--- src/rtl/vtr_pkg.sv ---
package vtr_pkg;
  typedef enum logic [1:0] {
    PIN_OFF       = 2'b00,
    PIN_PHASE_CLR = 2'b01,
    PIN_TIMING    = 2'b10,
    PIN_FREQ_LOCK = 2'b11
  } pin_mode_e;

  localparam int FIELD_W = 4;
  localparam logic [FIELD_W-1:0] PAL_FIELDS  = 4'd8;
  localparam logic [FIELD_W-1:0] NTSC_FIELDS = 4'd4;
endpackage

--- src/rtl/vtr_pin_sync.sv ---
module vtr_pin_sync #(
  parameter int STAGES = 2
) (
  input  logic clk,
  input  logic rst_n,
  input  logic pin_async,
  output logic pin_lvl,
  output logic pin_rise
);
  logic [STAGES:0] shreg;

  always_ff @(posedge clk or negedge rst_n) begin
    if (!rst_n) shreg <= '0;
    else        shreg <= {shreg[STAGES-1:0], pin_async};
  end

  assign pin_lvl  = shreg[STAGES-1];
  assign pin_rise = shreg[STAGES-1] & ~shreg[STAGES];

  assert_rise_one_cycle_R7: assert property (@(posedge clk) disable iff (!rst_n)
    pin_rise |=> !pin_rise);
endmodule

--- src/rtl/vtr_sd_timing.sv ---
module vtr_sd_timing
  import vtr_pkg::*;
#(
  parameter int SD_PIX     = 864,
  parameter int PAL_LINES  = 625,
  parameter int NTSC_LINES = 525,
  parameter int HW = $clog2(SD_PIX),
  parameter int VW = $clog2(PAL_LINES > NTSC_LINES ? PAL_LINES : NTSC_LINES)
) (
  input  logic               clk,
  input  logic               rst_n,
  input  logic               pal_sel,
  input  logic               hold,
  output logic [HW-1:0]      pix,
  output logic [VW-1:0]      line,
  output logic [FIELD_W-1:0] field,
  output logic               field_start
);
  localparam logic [HW-1:0] PIX_LAST  = HW'(SD_PIX - 1);
  localparam logic [VW-1:0] PAL_LAST  = VW'(PAL_LINES - 1);
  localparam logic [VW-1:0] PAL_MID   = VW'((PAL_LINES + 1) / 2 - 1);
  localparam logic [VW-1:0] NTSC_LAST = VW'(NTSC_LINES - 1);
  localparam logic [VW-1:0] NTSC_MID  = VW'((NTSC_LINES + 1) / 2 - 1);

  logic [VW-1:0]      line_last, line_mid;
  logic [FIELD_W-1:0] fld_last;
  logic               eol, eof;

  always_comb begin
    line_last   = pal_sel ? PAL_LAST : NTSC_LAST;
    line_mid    = pal_sel ? PAL_MID  : NTSC_MID;
    fld_last    = pal_sel ? PAL_FIELDS : NTSC_FIELDS;
    eol         = (pix == PIX_LAST);
    eof         = eol && (line >= line_last);
    field_start = !hold && eol && ((line == line_mid) || (line >= line_last));
  end

  always_ff @(posedge clk or negedge rst_n) begin
    if (!rst_n) begin
      pix   <= '0;
      line  <= '0;
      field <= FIELD_W'(1);
    end else if (hold) begin
      pix   <= '0;
      line  <= '0;
      field <= FIELD_W'(1);
    end else begin
      pix <= eol ? '0 : pix + 1'b1;
      if (eol) line <= eof ? '0 : line + 1'b1;
      if (field_start) field <= (field >= fld_last) ? FIELD_W'(1) : field + 1'b1;
    end
  end

  assert_sd_hold_R5: assert property (@(posedge clk) disable iff (!rst_n)
    hold |=> (pix == '0 && line == '0 && field == FIELD_W'(1)));
  assert_field_range_R3: assert property (@(posedge clk) disable iff (!rst_n)
    (field != '0) && (field <= PAL_FIELDS));
  assert_field_steady_R3: assert property (@(posedge clk) disable iff (!rst_n)
    (!hold && !field_start) |=> $stable(field));
endmodule

--- src/rtl/vtr_sc_phase.sv ---
module vtr_sc_phase #(
  parameter int PHASE_W = 32
) (
  input  logic               clk,
  input  logic               rst_n,
  input  logic               hold,
  input  logic               arm_evt,
  input  logic               field_start,
  input  logic [PHASE_W-1:0] step,
  output logic [PHASE_W-1:0] phase
);
  logic armed;
  logic clr;

  assign clr = hold | (armed & field_start);

  always_ff @(posedge clk or negedge rst_n) begin
    if (!rst_n) begin
      armed <= 1'b0;
      phase <= '0;
    end else begin
      armed <= arm_evt | (armed & ~field_start & ~hold);
      phase <= clr ? '0 : phase + step;
    end
  end

  assert_scr_clear_R8: assert property (@(posedge clk) disable iff (!rst_n)
    (armed && field_start) |=> (phase == '0));
  assert_phase_step_R4: assert property (@(posedge clk) disable iff (!rst_n)
    (!hold && !field_start) |=> (phase == $past(phase) + $past(step)));
  assert_hold_phase_R5: assert property (@(posedge clk) disable iff (!rst_n)
    hold |=> (phase == '0));
endmodule

--- src/rtl/vtr_hd_timing.sv ---
module vtr_hd_timing #(
  parameter int HD_PIX   = 2200,
  parameter int HD_LINES = 1125,
  parameter int HW = $clog2(HD_PIX),
  parameter int VW = $clog2(HD_LINES)
) (
  input  logic          clk,
  input  logic          rst_n,
  input  logic          hold,
  output logic [HW-1:0] pix,
  output logic [VW-1:0] line
);
  localparam logic [HW-1:0] PIX_LAST  = HW'(HD_PIX - 1);
  localparam logic [VW-1:0] LINE_LAST = VW'(HD_LINES - 1);

  always_ff @(posedge clk or negedge rst_n) begin
    if (!rst_n) begin
      pix  <= '0;
      line <= '0;
    end else if (hold) begin
      pix  <= '0;
      line <= '0;
    end else begin
      pix <= (pix == PIX_LAST) ? '0 : pix + 1'b1;
      if (pix == PIX_LAST) line <= (line == LINE_LAST) ? '0 : line + 1'b1;
    end
  end

  assert_hd_hold_R10: assert property (@(posedge clk) disable iff (!rst_n)
    hold |=> (pix == '0 && line == '0));
  assert_hd_step_R10: assert property (@(posedge clk) disable iff (!rst_n)
    (!hold && pix != PIX_LAST) |=> (pix == $past(pix) + 1'b1));
endmodule

--- src/rtl/vtr_reset_ctrl.sv ---
module vtr_reset_ctrl
  import vtr_pkg::*;
#(
  parameter int SD_PIX      = 864,
  parameter int PAL_LINES   = 625,
  parameter int NTSC_LINES  = 525,
  parameter int HD_PIX      = 2200,
  parameter int HD_LINES    = 1125,
  parameter int PHASE_W     = 32,
  parameter int SYNC_STAGES = 2,
  parameter int SD_HW = $clog2(SD_PIX),
  parameter int SD_VW = $clog2(PAL_LINES > NTSC_LINES ? PAL_LINES : NTSC_LINES),
  parameter int HD_HW = $clog2(HD_PIX),
  parameter int HD_VW = $clog2(HD_LINES)
) (
  input  logic               clk,
  input  logic               rst_n,
  input  logic               pal_sel,
  input  logic [1:0]         pin_mode,
  input  logic               sync_pin,
  input  logic               hd_hold,
  input  logic [PHASE_W-1:0] phase_step,
  output logic [SD_HW-1:0]   sd_pix,
  output logic [SD_VW-1:0]   sd_line,
  output logic [3:0]         sd_field,
  output logic [PHASE_W-1:0] sc_phase,
  output logic [HD_HW-1:0]   hd_pix,
  output logic [HD_VW-1:0]   hd_line
);
  pin_mode_e mode;
  logic pin_lvl, pin_rise;
  logic tr_sel, scr_sel;
  logic sd_hold_q;
  logic fstart;

  assign mode    = pin_mode_e'(pin_mode);
  assign tr_sel  = (mode == PIN_TIMING);
  assign scr_sel = (mode == PIN_PHASE_CLR);

  vtr_pin_sync #(.STAGES(SYNC_STAGES)) u_sync (
    .clk(clk), .rst_n(rst_n), .pin_async(sync_pin),
    .pin_lvl(pin_lvl), .pin_rise(pin_rise)
  );

  always_ff @(posedge clk or negedge rst_n) begin
    if (!rst_n) sd_hold_q <= 1'b0;
    else        sd_hold_q <= tr_sel & (pin_rise | (sd_hold_q & pin_lvl));
  end

  vtr_sd_timing #(
    .SD_PIX(SD_PIX), .PAL_LINES(PAL_LINES), .NTSC_LINES(NTSC_LINES),
    .HW(SD_HW), .VW(SD_VW)
  ) u_sd (
    .clk(clk), .rst_n(rst_n), .pal_sel(pal_sel), .hold(sd_hold_q),
    .pix(sd_pix), .line(sd_line), .field(sd_field), .field_start(fstart)
  );

  vtr_sc_phase #(.PHASE_W(PHASE_W)) u_phase (
    .clk(clk), .rst_n(rst_n), .hold(sd_hold_q),
    .arm_evt(scr_sel & pin_rise), .field_start(fstart),
    .step(phase_step), .phase(sc_phase)
  );

  vtr_hd_timing #(
    .HD_PIX(HD_PIX), .HD_LINES(HD_LINES), .HW(HD_HW), .VW(HD_VW)
  ) u_hd (
    .clk(clk), .rst_n(rst_n), .hold(hd_hold), .pix(hd_pix), .line(hd_line)
  );

  assert_pin_ignored_R9: assert property (@(posedge clk) disable iff (!rst_n)
    !tr_sel |=> !sd_hold_q);
  assert_hold_onset_R5: assert property (@(posedge clk) disable iff (!rst_n)
    (tr_sel && pin_rise) |=> sd_hold_q);
  assert_hold_release_R6: assert property (@(posedge clk) disable iff (!rst_n)
    !pin_lvl |=> !sd_hold_q);
endmodule

--- config.mk ---
export PLATFORM = sky130hd
export DESIGN_NAME = vtr_reset_ctrl
export DESIGN_NICKNAME = d
export VERILOG_FILES = /design/src/rtl/vtr_pkg.sv /design/src/rtl/vtr_pin_sync.sv /design/src/rtl/vtr_sd_timing.sv /design/src/rtl/vtr_sc_phase.sv /design/src/rtl/vtr_hd_timing.sv /design/src/rtl/vtr_reset_ctrl.sv
export SDC_FILE = /design/constraint.sdc
export NUM_CORES = 1
export LEC_CHECK = 0
export ABC_AREA = 1
export BUFFER_PORTS_ARGS = -buffer_cell sky130_fd_sc_hd__buf_2
export CAP_MARGIN = 20
export CORE_MARGIN = 3
export CORE_UTILIZATION = 60
export DETAILED_ROUTE_END_ITERATION = 10
export PLACE_DENSITY_LB_ADDON = 0.25
export SLEW_MARGIN = 20
export SYNTH_ARGS = -nofsm -noshare
export SYNTH_HDL_FRONTEND = slang
export SYNTH_HIERARCHICAL = 1
export SYNTH_SLANG_ARGS = --single-unit
--- constraint.sdc ---
create_clock -name clk -period 3.9 [get_ports clk]
set_clock_uncertainty 0.1 [all_clocks]
set_input_delay 1.17 -clock clk [delete_from_list [all_inputs] [get_ports clk]]
set_output_delay 1.17 -clock clk [all_outputs]
set_load 0.02 [all_outputs]
==> summary.txt <==
CP Cell Sequence: buf_2, inv_1, ha_1, nand2_1, nor2_1, nand2_1, nand2_1, nand2_1, nand3_1, nand2_1, inv_1, inv_1, o21ai_0, inv_1, o21ai_0, a21oi_1
Die Wd: 111 um
Final setup violation count: 0
Starting Density: 0.627
Crit. End Element: register
Design area: 7490 um2
Multi-input logic area: 3750 um2
Die Ht: 111 um
CP Class: primary input to register
First-pass GRT wire length: 26,900 um
Area delta synth->final: 14.2%
Drt first pass iters: 5
Commonest non-fill, non-tap cells in the layout: 312 x nand2_1, 162 x inv_1, 117 x nor2_1
IO buf count: 117
Antenna Nets Post-Route: 0
Status: finished clean
Syn avg cell area: 6.71 um2
Number of synthesized flops with an enable pin: 0
HPWL after DPL: 12,300 um
NumNets Final: 1,190
# rows: 37
Setup Total Neg Slack: 0 ns
Initial antenna violation count: 0
Top Ports: 118
Die area: 12,200 um2
Crit path required time: 4.09 ns
Clock buffer depth: 2
Final Max Tran Viols: 0
Crit path max fanout: 22
DRC: 0
Final wirelength: 15,800 um
Proportion of synthesized area in mux cells: 0
Commonest non-fill, non-tap cell in the layout: nand2_1
Total CTS buffers: 9
Post-route setup slack: 0.481 ns
Ratio of cells with drive above 1 in the final layout: 0.186
Vias in the first global route: 6,098
Syn nets: 1,065
Drt wl/cell: 12.7 um
TritonCTS clock tree: yes
VDD IR max: 0.364 mV
Dpl ws: 0.159 ns
Final hold vios: 0
Clock network latency to the later pin of the worst-skew pair: 0.36 ns
First DRT Iteration DRCs: 327
Max cap viols: 0
Synth cell types: 39
H-tree Lvls: 3
Flops & latches, synth: 84
Number of fill cells: 928
Gpl congestion: 0.898
Period minus WS final: 3.42 ns
Cell area after synthesis: 6560 um2
Relative slew slack: 0.485
CTS Hold Buffers Added: 0
Async S/R FF share, synth: 1.00
Xor/xnor cell area share of the yosys netlist: 0.0294
GRT Total Usage: 0.260
Synth Area in Compound Gates: 0.0677
Worst EP arrival: 3.60 ns
CTS sink count: 84
Area after DPL: 7290 um2
Adder-cell area share of the yosys netlist: 0.0927
Pwr dens: 622 nW/um2
Vias per inst: 5.15
Fin crit share: 0.877
Max Clock Freq: 292 MHz
Worst-Margin Slew: 0.772 ns
Seq/Total Area, Yosys: 0.321
Most frequent CP cell: nand2_1
GRT overflow: 0
Post-CTS Setup Inserts: 0
Synth Instances: 978
Clock tree root driver cell: clkbuf_8
Synth Flop Type: dfrtp_1
Yosys warns: 6
Reg clk slew, reported paths: 0.09 ns
Leakage: 0.00433 uW
Final std cells w/o fill: 1,243
Register area: 2100 um2
Worst hold-check path type: register to register
Critical path's slowest cell: inv_1
Ant. Diodes: 0
Largest family of logic cells by synthesized area: simple AND/OR/NAND/NOR gates
RSZ-0062 raised after global routing: no
Vias post-DR: 6,400
Final Total Pwr: 4660 uW
Core footprint: 10,500 um2
Critical path startpoint category: primary input
Placed Cells: 1,228
CP bufs+invs: 5
CTS resizes: 0
CP peak stage delay: 0.59 ns
Pin count of the biggest net entering global routing: 57
Top delay family on crit path: buffers and inverters
Simple-Gate Fraction of Synth Area: 0.382
==> logic make-up after synthesis <==
kind of cell | count (synthesis)
flip-flops | 84
AND/OR/NAND/NOR | 566
XOR/XNOR | 22
adder cells (fa/ha/maj) | 48
AO/OA/AOI/OAI | 79
buffers and inverters | 179
==> worst paths after layout <==
path / start / endpoint / slack (ns) / cells past startpoint
setup / recovery: pal_sel / u_phase/phase[14] / 0.48 / 16
hold / removal: u_sync/shreg[0] / u_sync/shreg[1] / 0.27 / 0
setup reg to reg: u_sd/line[2] / u_phase/phase[14] / 1.02 / 15
hold reg to reg: u_sync/shreg[0] / u_sync/shreg[1] / 0.27 / 0
max in group asynchronous: rst_n / u_hd/pix[5] / 2.24 / 2
min in group asynchronous: rst_n / u_phase/phase[4] / 0.75 / 1
==> metal layers <==
| layer | wire (um) | vias up | share of wire | global-route usage |
|---|---|---|---|---|
| met4 | 348 | 0 | 0.022 | 0.0920 |
| met2 | 7570 | 184 | 0.48 | 0.448 |
| met1 | 6960 | 2912 | 0.44 | 0.336 |
| met3 | 872 | 28 | 0.055 | 0.0345 |
| met5 | 0 | - | 0 | 0 |
| li1 | - | 3276 | - | - |
==> report_power, final <==
group	leakage [uW]	total, uW	switching [uW]	internal [uW]
Combinational	0.00316	2740	1810	937
Sequential	0.00107	1260	157	1100
Clock	0.0000987	660	331	330
Total	0.00433	4660	2290	2370
==> Yosys cell counts (3+ instances only) <==
| cell type | n | area [um2] |
|---|---|---|
| nand3b_1 | 6 | 45.0 |
| nor3_2 | 5 | 50.1 |
| xnor2_1 | 10 | 87.6 |
| o21ai_1 | 7 | 35.0 |
| nand2_2 | 20 | 125 |
| nand3_1 | 54 | 270 |
| nand4_1 | 14 | 87.6 |
| o21bai_1 | 3 | 22.5 |
| ha_1 | 47 | 588 |
| o21ai_0 | 19 | 95.1 |
| nand2_1 | 312 | 1170 |
| inv_1 | 162 | 608 |
| inv_2 | 9 | 33.8 |
| xor2_1 | 12 | 105 |
| nor2_2 | 9 | 56.3 |
| a21oi_1 | 41 | 205 |
| nor3_1 | 7 | 35.0 |
| buf_6 | 3 | 33.8 |
| a21oi_2 | 4 | 35.0 |
| dfrtp_1 | 83 | 2080 |
| nand3_2 | 12 | 120 |
| nor2_1 | 117 | 439 |
| nor2_4 | 4 | 45.0 |
==> sequential cells by signal (all words and copies together) (netlist names) <==
name           flops
u_sd/pix          10
u_sync/shreg       3
u_phase/phase     32
u_hd/line         11
u_phase/armed      1
u_sd/field         4
sd_hold_q          1
u_hd/pix          12
u_sd/line         10
==> final cells by class <==
| cell class | instances | share of cell area |
|---|---|---|
| clock buffers | 12 | 0.0207 |
| clock inverters | 3 | 0.00618 |
| inverters | 173 | 0.0873 |
| multi-input cells | 715 | 0.501 |
| flip-flops and latches | 84 | 0.281 |
| well taps | 136 | 0.0227 |
| repair buffers | 120 | 0.0815 |
==> per-stage QoR <==
| step | hold WS [ns] | utilization |
|---|---|---|
| global route | 0.295 | 0.716 |
| floorplan | 0.231 | - |
| global placement | 0.231 | 0.697 |
| finish | 0.267 | 0.716 |
| detailed placement | 0.254 | 0.697 |
| CTS | 0.272 | 0.716 |
Power figures use the tool's default switching activity.
